===== src/rtl/evt_timer_pkg.sv =====
package evt_timer_pkg;

  localparam int unsigned FULL_W = 64;
  localparam int unsigned HALF_W = 32;

  localparam logic [4:0] W_CAP = 5'd0;
  localparam logic [4:0] W_GEN = 5'd1;
  localparam logic [4:0] W_STS = 5'd2;
  localparam logic [4:0] W_CNT = 5'd3;

  typedef struct packed {
    logic vset;
    logic f32;
    logic level;
    logic per;
    logic ie;
  } tcfg_t;

  function automatic logic crossed(input logic [FULL_W-1:0] prev_v,
                                   input logic [FULL_W-1:0] next_v,
                                   input logic [FULL_W-1:0] exp_v,
                                   input logic narrow);
    if (narrow)
      return (prev_v[HALF_W-1:0] < exp_v[HALF_W-1:0]) &&
             (next_v[HALF_W-1:0] >= exp_v[HALF_W-1:0]);
    return (prev_v < exp_v) && (next_v >= exp_v);
  endfunction

  function automatic logic [FULL_W-1:0] reload(input logic [FULL_W-1:0] exp_v,
                                               input logic [FULL_W-1:0] per_v,
                                               input logic narrow);
    logic [FULL_W-1:0] sum;
    sum = exp_v + per_v;
    if (narrow) return {{HALF_W{1'b0}}, sum[HALF_W-1:0]};
    return sum;
  endfunction

endpackage


===== src/rtl/evt_main_counter.sv =====
module evt_main_counter #(
  parameter int unsigned CNT_W = 64
) (
  input  logic             clk,
  input  logic             rst_n,
  input  logic             en_wr,
  input  logic             en_val,
  input  logic             ld,
  input  logic [CNT_W-1:0] ld_val,
  output logic             run_q,
  output logic [CNT_W-1:0] cnt_q,
  output logic [CNT_W-1:0] cnt_nxt,
  output logic             cnt_upd
);
  localparam logic [CNT_W-1:0] ONE = CNT_W'(1);

  always_comb begin
    cnt_nxt = cnt_q;
    cnt_upd = 1'b0;
    if (run_q) begin
      cnt_nxt = cnt_q + ONE;
      cnt_upd = 1'b1;
    end else if (ld) begin
      cnt_nxt = ld_val;
      cnt_upd = 1'b1;
    end
  end

  always_ff @(posedge clk or negedge rst_n) begin
    if (!rst_n) begin
      cnt_q <= '0;
      run_q <= 1'b0;
    end else begin
      cnt_q <= cnt_nxt;
      if (en_wr) run_q <= en_val;
    end
  end

  AST_CNT_STEP: assert property (@(posedge clk) disable iff (!rst_n)
    run_q |=> cnt_q == $past(cnt_q) + ONE);
  AST_CNT_HOLD: assert property (@(posedge clk) disable iff (!rst_n)
    (!run_q && !ld) |=> $stable(cnt_q));
  AST_LD_BLOCKED: assert property (@(posedge clk) disable iff (!rst_n)
    (run_q && ld) |=> cnt_q != $past(ld_val) || cnt_q == $past(cnt_q) + ONE);

endmodule


===== src/rtl/evt_comparator.sv =====
module evt_comparator
  import evt_timer_pkg::*;
#(
  parameter int unsigned CNT_W   = 64,
  parameter bit          CAN_PER = 1'b1
) (
  input  logic             clk,
  input  logic             rst_n,
  input  logic [CNT_W-1:0] cnt_old,
  input  logic [CNT_W-1:0] cnt_new,
  input  logic             cnt_upd,
  input  logic             cfg_wr,
  input  logic             cmp_wr,
  input  logic [63:0]      wdata,
  input  logic             sts_clr,
  output logic [63:0]      cfg_rd,
  output logic [63:0]      cmp_rd,
  output logic             status_o,
  output logic             irq_o
);
  localparam logic CAN_BIT = CAN_PER;

  tcfg_t            cfg;
  logic [CNT_W-1:0] cmp_q;
  logic [CNT_W-1:0] per_q;
  logic             armed_q;
  logic             phase_q;
  logic             status_q;
  logic             pulse_q;

  logic             fire;
  logic [63:0]      wv64;
  logic [CNT_W-1:0] wr_val;
  logic [63:0]      next_exp;

  assign fire     = cnt_upd && armed_q &&
                    crossed(64'(cnt_old), 64'(cnt_new), 64'(cmp_q), cfg.f32);
  assign wv64     = cfg.f32 ? {32'h0, wdata[31:0]} : wdata;
  assign wr_val   = wv64[CNT_W-1:0];
  assign next_exp = reload(64'(cmp_q), 64'(per_q), cfg.f32);

  always_ff @(posedge clk or negedge rst_n) begin
    if (!rst_n) begin
      cfg      <= '0;
      cmp_q    <= '0;
      per_q    <= '0;
      armed_q  <= 1'b0;
      phase_q  <= 1'b0;
      status_q <= 1'b0;
      pulse_q  <= 1'b0;
    end else begin
      pulse_q  <= fire && cfg.ie && !cfg.level;
      status_q <= (status_q && !sts_clr) || (fire && cfg.level);
      if (fire) begin
        if (cfg.per) cmp_q <= next_exp[CNT_W-1:0];
        else         armed_q <= 1'b0;
      end
      if (cfg_wr) begin
        cfg.ie    <= wdata[0];
        cfg.per   <= wdata[1] && CAN_BIT;
        cfg.level <= wdata[2];
        cfg.f32   <= wdata[3];
        cfg.vset  <= wdata[4];
        phase_q   <= 1'b0;
      end
      if (cmp_wr) begin
        if (cfg.per) begin
          if (cfg.vset) begin
            if (!phase_q) begin
              cmp_q   <= wr_val;
              armed_q <= 1'b1;
              phase_q <= 1'b1;
            end else begin
              per_q    <= wr_val;
              phase_q  <= 1'b0;
              cfg.vset <= 1'b0;
            end
          end else begin
            per_q <= wr_val;
          end
        end else begin
          cmp_q   <= wr_val;
          armed_q <= 1'b1;
        end
      end
    end
  end

  assign cfg_rd   = {58'h0, CAN_BIT, cfg};
  assign cmp_rd   = 64'(cmp_q);
  assign status_o = status_q;
  assign irq_o    = cfg.level ? (status_q && cfg.ie) : pulse_q;

  AST_ONESHOT_DISARM: assert property (@(posedge clk) disable iff (!rst_n)
    (fire && !cfg.per && !cmp_wr) |=> !armed_q);
  AST_VSET_DONE: assert property (@(posedge clk) disable iff (!rst_n)
    (cmp_wr && !cfg_wr && cfg.per && cfg.vset && phase_q) |=> !cfg.vset);
  AST_STS_CLR: assert property (@(posedge clk) disable iff (!rst_n)
    (sts_clr && !fire) |=> !status_q);
  AST_LEVEL_HOLD: assert property (@(posedge clk) disable iff (!rst_n)
    (status_q && !sts_clr) |=> status_q);
  AST_EDGE_SRC: assert property (@(posedge clk) disable iff (!rst_n)
    pulse_q |-> $past(fire));

  generate
    if (!CAN_PER) begin : g_noper
      AST_NO_PER_TYPE: assert property (@(posedge clk) disable iff (!rst_n)
        cfg_wr |=> !cfg.per);
    end
  endgenerate

endmodule


===== src/rtl/evt_timer.sv =====
module evt_timer
  import evt_timer_pkg::*;
#(
  parameter int unsigned NUM_TMR   = 3,
  parameter int unsigned CNT_W     = 64,
  parameter int unsigned PERIOD_FS = 10_000_000,
  parameter int unsigned PER_CAP   = 3
) (
  input  logic               clk,
  input  logic               rst_n,
  input  logic               bus_wr,
  input  logic [4:0]         bus_word,
  input  logic [63:0]        bus_wdata,
  output logic [63:0]        bus_rdata,
  output logic [NUM_TMR-1:0] irq_o
);
  localparam logic [4:0]  CNT_FIELD = 5'(NUM_TMR - 1);
  localparam logic        WIDE_BIT  = (CNT_W == 64);
  localparam logic [63:0] CAP_WORD  = {32'(PERIOD_FS), 23'h0, WIDE_BIT, 3'h0, CNT_FIELD};

  logic               run_q;
  logic [CNT_W-1:0]   cnt_q;
  logic [CNT_W-1:0]   cnt_nxt;
  logic               cnt_upd;
  logic [NUM_TMR-1:0] sts_vec;
  logic [63:0]        cfg_rd_a [NUM_TMR];
  logic [63:0]        cmp_rd_a [NUM_TMR];

  logic gen_wr, sts_wr, cnt_wr;
  assign gen_wr = bus_wr && (bus_word == W_GEN);
  assign sts_wr = bus_wr && (bus_word == W_STS);
  assign cnt_wr = bus_wr && (bus_word == W_CNT);

  evt_main_counter #(.CNT_W(CNT_W)) u_cnt (
    .clk     (clk),
    .rst_n   (rst_n),
    .en_wr   (gen_wr),
    .en_val  (bus_wdata[0]),
    .ld      (cnt_wr),
    .ld_val  (bus_wdata[CNT_W-1:0]),
    .run_q   (run_q),
    .cnt_q   (cnt_q),
    .cnt_nxt (cnt_nxt),
    .cnt_upd (cnt_upd)
  );

  generate
    for (genvar g = 0; g < NUM_TMR; g++) begin : g_tmr
      localparam logic [4:0] CFG_W = 5'(4 + 2 * g);
      localparam logic [4:0] CMP_W = 5'(5 + 2 * g);
      localparam bit         CAN   = ((PER_CAP >> g) & 1) != 0;

      evt_comparator #(.CNT_W(CNT_W), .CAN_PER(CAN)) u_cmp (
        .clk      (clk),
        .rst_n    (rst_n),
        .cnt_old  (cnt_q),
        .cnt_new  (cnt_nxt),
        .cnt_upd  (cnt_upd),
        .cfg_wr   (bus_wr && (bus_word == CFG_W)),
        .cmp_wr   (bus_wr && (bus_word == CMP_W)),
        .wdata    (bus_wdata),
        .sts_clr  (sts_wr && bus_wdata[g]),
        .cfg_rd   (cfg_rd_a[g]),
        .cmp_rd   (cmp_rd_a[g]),
        .status_o (sts_vec[g]),
        .irq_o    (irq_o[g])
      );
    end
  endgenerate

  always_comb begin
    bus_rdata = '0;
    case (bus_word)
      W_CAP:   bus_rdata = CAP_WORD;
      W_GEN:   bus_rdata = {63'h0, run_q};
      W_STS:   bus_rdata = 64'(sts_vec);
      W_CNT:   bus_rdata = 64'(cnt_q);
      default: begin
        for (int i = 0; i < NUM_TMR; i++) begin
          if (bus_word == 5'(4 + 2 * i)) bus_rdata = cfg_rd_a[i];
          if (bus_word == 5'(5 + 2 * i)) bus_rdata = cmp_rd_a[i];
        end
      end
    endcase
  end

  AST_IRQ_QUIET_RESET: assert property (@(posedge clk) disable iff (!rst_n)
    $rose(rst_n) |-> irq_o == '0);

endmodule


===== config.mk =====
export PLATFORM = sky130hd
export DESIGN_NAME = evt_timer
export DESIGN_NICKNAME = d
export VERILOG_FILES = /design/src/rtl/evt_timer_pkg.sv /design/src/rtl/evt_main_counter.sv /design/src/rtl/evt_comparator.sv /design/src/rtl/evt_timer.sv
export SDC_FILE = /design/constraint.sdc
export NUM_CORES = 2
export LEC_CHECK = 0
export ABC_AREA = 1
export BUFFER_PORTS_ARGS = -buffer_cell sky130_fd_sc_hd__buf_2
export CORE_MARGIN = 2
export CORE_UTILIZATION = 29
export DETAILED_ROUTE_END_ITERATION = 7
export GPL_TIMING_DRIVEN = 0
export SYNTH_ARGS = -nofsm -noshare
export SYNTH_HDL_FRONTEND = slang
export SYNTH_SLANG_ARGS = --single-unit

===== constraint.sdc =====
create_clock -name clk -period 3.5 [get_ports clk]
set_clock_uncertainty 0.1 [all_clocks]
set_input_delay 0.35 -clock clk [delete_from_list [all_inputs] [get_ports clk]]
set_output_delay 0.35 -clock clk [all_outputs]
set_load 0.01 [all_outputs]

Word-level counts from Yosys, hierarchy flattened
Index checks and enable logic that the tools add are counted.
W data, S select, Z words.

storage, ports and cells
  memories = 0
  ROM bits = 0
  bits in latches = 0
  flip-flop bits (word level) = 410
  RAM bits = 0
  word-level logic and storage cells = 191

cells by class
  equality and inequality tests = 11
  $lt $le $gt $ge = 12
  bitwise logic cells = 0
  multiplexer cells = 81
  $add $sub $neg = 3
  shifts and indexed selects = 0
  reductions and logical operators = 52
  multiply operators = 0
  divide/modulo/power cells = 0

operators by type and width
  cell                     count
  $mux W64                 31
  $pmux W64 S4             1
  $ge A64 B64 Y1           3
  $lt A64 B64 Y1           3
  $add A64 B64 Y64         2
  $ge A32 B32 Y1           3
  $lt A32 B32 Y1           3
  $add A64 B1 Y64 const B  1
  $mux W1                  46
  $logic_and A1 B1 Y1      39
  $eq A5 B3 Y1 const B     4
  $eq A5 B2 Y1 const B     2
  $eq A5 B4 Y1 const B     2
  $mux W5                  2
  $logic_not A1 Y1         6
  $mux W6                  1
  $reduce_and A3 Y1        2
  $eq A5 B1 Y1 const B     1
  $logic_not A5 Y1         1
  $ne A2 B2 Y1 const B     2
  $logic_or A1 B1 Y1       3
  $reduce_bool A2 Y1       1

Longest topological paths before layout
  depth after elaboration = 14
  gate-level depth with buffers = 34

Hierarchy
From an unflattened synthesis, not the netlist that was laid out.

second synthesis, totals
  cell total of the unflattened synthesis = 7571
  area total of the unflattened synthesis = 45989.1 µm²

by module, submodules not included
  module                                area each (µm²)  times used  cells each
  evt_comparator at g_tmr[0].u_cmp ...  15549.9          2           2580
  evt_comparator at g_tmr[2].u_cmp      6140.9           1           776
  evt_main_counter                      4966.0           1           803
  evt_timer                             3782.4           1           832

Worst setup path before layout
No wires, ideal clock.

  kind = reg2reg
  from = register u_cnt.cnt_q[0]
  to = register g_tmr[1].u_cmp.cmp_q[16]
  arrival time = 3.567 ns
  stages on the path, launching flop included = 30
  path buffers = 2
  setup time = 0.120 ns
  path slack = -0.287 ns
  clock period less this slack = 3.787 ns
  cells stage by stage = dfrtp_1 -> ha_1 -> nand2_1 -> nor2_1 -> nand2_1 -> nor2_1 -> inv_1 -> nor2_1 -> nand2_1 -> inv_1 -> nand2_1 -> nor2_1 -> xor2_1 -> a21oi_1 -> ha_1 -> nand2_1 -> nor2_1 -> nand2_1 -> nor4_1 -> nand2_1 -> nand2_1 -> nand3_1 -> nand2_2 -> nand2_2 -> buf_6 -> buf_4 -> nand2_1 -> nand3_1 -> o21ai_0 -> inv_1

RTL lines
  item                     line                    text
  from (decl)              evt_main_counter.sv:11  output logic [CNT_W-1:0] cnt_q,
  from (signal assigned)   evt_main_counter.sv:34  cnt_q <= cnt_nxt;
  $add A64 B1 Y64 (*)      evt_main_counter.sv:21  cnt_nxt = cnt_q + ONE;
  $mux W64 (*)             evt_main_counter.sv:20  if (run_q) begin
  via cnt_nxt[58]          evt_timer.sv:23         logic [CNT_W-1:0] cnt_nxt;
  $ge A64 B64 Y1 (*)       evt_timer_pkg.sv:26     return (prev_v < exp_v) && (next_v >= exp_v);
  $logic_and A1 B1 Y1 (*)  evt_timer_pkg.sv:26
  $mux W1 (*)              evt_timer_pkg.sv:26
  $logic_and A1 B1 Y1 (*)  evt_comparator.sv:36    assign fire = cnt_upd && armed_q &&
  $mux W64 (*)             evt_comparator.sv:54    if (fire) begin
  $mux W64                 evt_comparator.sv:69    if (!phase_q) begin
  $mux W64                 evt_comparator.sv:68    if (cfg.vset) begin
  $mux W64                 evt_comparator.sv:67    if (cfg.per) begin
  $mux W64 (*)             evt_comparator.sv:66    if (cmp_wr) begin
  to (signal assigned)     evt_comparator.sv:55    if (cfg.per) cmp_q <= next_exp[CNT_W-1:0];
  to (signal assigned)     evt_comparator.sv:70    cmp_q <= wr_val;
  to (signal assigned)     evt_comparator.sv:82    cmp_q <= wr_val;
  to (decl)                evt_comparator.sv:24    logic [CNT_W-1:0] cmp_q;

The timed path passes the listed nets; every way through them passes the cells marked *. The select of a mux whose other input is x is not followed.
A chain may end at the register's enable or synchronous reset.

Worst setup path in the final report
  from = register u_cnt.cnt_q[34]
  to = register g_tmr[1].u_cmp.cmp_q[43]

The elaborated chain is that of the path after synthesis.

==> impl_results.md <==
- Top-area cell type share of the netlist area: 0.250
- R2R cell count: 27
- Die area: 0.144 mm²
- Synth warnings: 0
- Fin crit period: 4.79 ns
- RR Endpoint: g_tmr[1].u_cmp.cmp_rd[43]$_DFF_PN0_
- Total nets after synthesis: 7049
- Count of final setup violators: 137
- Final core utilization: 0.364
- Finished Layout Cells: 8788
- Slew HR: 0.229
- Fin Setup TNS: -162.24 ns
- Unrepaired setup endpoints after global routing: yes
- Via count: 47748
- Power Density: 775 mW/mm²
- Area of the core: 0.140 mm²
- Hold Path End: g_tmr[1].u_cmp.cmp_rd[30]$_DFF_PN0_
- Critical Path RT: 3.95 ns
- GRT Residual Overflow: 0
- Total Routing Usage GR: 0.303
- Post-Synthesis Cells: 6467
- Most frequent cells in the layout: nand2_1, inv_1, nor2_1, ha_1, a21oi_1
- Ys async rst share: 1.00
- Final setup margin: -1.29 ns
- Seq pwr share: 0.212
- Critical Path AT: 5.25 ns
- Row count: 137
- H-tree depth: 2
- Synthesized area per cell: 6.34 µm²
- Final hold vios: 0
- Final period util: 1.37
- Initial antenna violation count: 12
- First-pass GRT wire length: 316000 µm
- P_int: 18.1 mW
- Max Clock Freq: 209 MHz
- Worst-Margin Slew: 1.16 ns
- Leak pwr: 26.1 nW
- Die height: 380 µm
- CTS root buffer: clkbuf_16
- Sequential cell area fraction in the yosys report: 0.250
- Startpoint Class: flip-flop
- CTS Sinks: 410
- I/O Buffers: 138
- Routed WL per cell: 26.0 µm
- Largest net degree at the start of global routing: 109
- #FFs+latches synth: 410
- Clock Pin Slew Worst Setup and Hold Paths: 0.06 ns
- DRT Pass-1 Iters: 6
- Max VDD drop: 459 µV
- Final Total Pwr: 39.5 mW
- WHS Path Cells: 3
- Sw Share: 0.542
- P&R area growth vs syn: 24.3%
- Register-to-register path setup slack: -1.29 ns
- Placed instance count: 8485
- Post-DP HPWL: 186000 µm
- Clk pwr share: 0.149
- Failing checks: negative setup slack
- EDFF count, synth: 0
- Share of cells above drive strength 1: 0.145
- DR vias/cell: 5.43
- Netlist Area Pre-Place: 0.0410 mm²
- Tightest Hold Check Type: in2reg
- Unique masters post-synth: 50
- Max-cap viol count: 0
- Clock buffer depth: 3
- Pins Over Slew Limit: 0
- Vias in the first global route: 44657
- Ys flop type: dfrtp_1
- Starting Density: 0.293
- Post-synth top area cell: dfrtp_1
- Hold_ws: 0.0255 ns
- DRT antenna net count: 0
- Post-Route WL: 229000 µm
- Outcome: finished, violations left
- Insertion delay to the later sink of the worst-skew pair: 0.69 ns
- Critical R2R Launch: u_cnt.cnt_q[34]$_DFF_PN0_
- Combinational power share: 0.639
- CP max FO: 10
- Inserted Clock Buffers: 52
- Nets: 7443
- TritonCTS clock tree: yes
- DRC violations left: 0
- Crit path kind: reg2reg
- Initial drt markers: 5312
- Switching power: 21.4 mW
- Worst Setup End Kind: flip-flop
- Ports: 139
- Gpl congestion: 1.06
- Top post-synthesis cells by area: dfrtp_1, nand2_1, ha_1
- Chip width: 380 µm
- Hold path start: bus_wdata[30]
- Most common cell after layout, fill and taps aside: nand2_1
synth_stat cells (4+ instances only):
cell,n
nand4_1,71
inv_2,16
ha_1,508
a31oi_1,4
xnor2_1,31
o21ai_1,51
nand3_1,345
nor2_1,605
o22ai_1,66
buf_1,7
buf_2,44
o21ai_0,472
nor2_4,6
clkbuf_1,113
nand3b_1,16
xor2_1,75
and3_1,6
nand2_2,5
a21o_1,12
a21oi_1,530
nand2_1,1947
o211ai_1,19
o21bai_1,28
buf_4,5
nor4_1,19
inv_1,902
or2_2,7
a221oi_1,8
nor3_1,86
o21a_1,15
nor2_2,5
dfrtp_1,410
flip-flops by register name, indices dropped and copies added, names as in the netlist, 2 cells and up:
| register | count |
|---|---|
| g_tmr.u_cmp.pulse_q | 3 |
| g_tmr.u_cmp.cfg_rd | 14 |
| g_tmr.u_cmp.phase_q | 2 |
| g_tmr.u_cmp.status_o | 3 |
| g_tmr.u_cmp.per_q | 128 |
| g_tmr.u_cmp.cmp_rd | 192 |
| u_cnt.cnt_q | 64 |
| g_tmr.u_cmp.armed_q | 3 |
repair_timing:
item | in CTS | in global routing
gates cloned | 6 | 10
endpoints found under the setup margin | 149 | 140
buffers inserted | 71 | 46
pin swaps | 65 | 120
hold buffers | 66 | 0
hold endpoints to repair | 337 | 0
gates resized for setup | 394 | 450
stage by stage:
stage          area, µm²  setup slack, ns
2_1_floorplan      41100          -0.0151
3_3_place_gp       44100            -7.80
3_5_place_dp       44200            -3.26
4_1_cts            48800            -1.19
5_1_grt            50900            -1.35
6_report           50900            -1.29
worst max path at each step:
stage / depth (start not counted) / slack, ns / end / from
finish: 27 / -1.29 / g_tmr[1].u_cmp.cmp_rd[43]$_DFF_PN0_ / u_cnt.cnt_q[34]$_DFF_PN0_
global route: 29 / -1.35 / g_tmr[0].u_cmp.cmp_rd[35]$_DFF_PN0_ / u_cnt.cnt_q[4]$_DFF_PN0_
CTS: 26 / -1.19 / g_tmr[1].u_cmp.cmp_rd[18]$_DFF_PN0_ / u_cnt.cnt_q[7]$_DFF_PN0_
detailed placement: 22 / -3.26 / g_tmr[0].u_cmp.cmp_rd[60]$_DFF_PN0_ / u_cnt.cnt_q[7]$_DFF_PN0_
global placement: 1 / -7.80 / u_cnt.cnt_q[5]$_DFF_PN0_ / rst_n
floorplan: 31 / -0.02 / g_tmr[1].u_cmp.cmp_rd[28]$_DFF_PN0_ / u_cnt.cnt_q[1]$_DFF_PN0_
routing by layer:
layer  global-route usage  part of all wire
met1                0.399              0.41
met2                0.469              0.43
met3               0.0522             0.090
met4                0.165             0.068
met5                    0           0.00010
layout make-up:
class / instances / area [µm²]
antenna: 10 / 25.0
buffer: 172 / 1040
clock buffer: 75 / 1560
clock inverter: 20 / 248
fill: 15228 / 89000
inverter: 920 / 3510
multi-input combinational: 4965 / 28900
sequential: 410 / 10300
tap: 1876 / 2350
timing repair buffer: 339 / 2900
timing repair inverter: 1 / 11.3
critical path, stage by stage, from the launching register on:
cell        delay [ns]
dfrtp_2           0.45
clkinvlp_4        0.16
nor4_4            0.32
nand2_1           0.14
nor2_4            0.14
nand4_1           0.21
nor4_4            0.53
xor2_1            0.23
a21oi_2           0.15
ha_1              0.39
nand2_2           0.08
nor2_4            0.13
nand2_4           0.10
buf_6             0.13
inv_2             0.04
nand2_2           0.05
nand2_2           0.09
nor2_2            0.05
nand2_2           0.08
nand3_4           0.17
nand2_8           0.15
buf_6             0.11
nand3_4           0.14
buf_12            0.21
nand2_2           0.05
nand2_1           0.05
nor2_1            0.14
nor2_1            0.05
cells by family (layout without fill, tap and decap cells):
logic type | after synthesis | in the layout | synth area share
buffers and inverters | 1093 | 1527 | 0.103
adders and majority gates | 510 | 510 | 0.156
other | 0 | 10 | 0
and+or+nand+nor | 3124 | 3125 | 0.310
xor gates and xnor gates | 106 | 106 | 0.0227
AOI/OAI and AO/OA | 1224 | 1224 | 0.159
DFF | 410 | 410 | 0.250
power by group through the flow:
stage               registers (mW)  clock network (mW)  logic (mW)
global placement              8.24                   0        20.4
floorplan                     7.19                   0        13.8
global route                  8.41                6.10        27.5
finish                        8.36                5.89        25.2
CTS                           8.12                5.92        22.6
detailed placement            8.25                   0        20.7
Note: power is estimated with default switching activity, not from simulation.
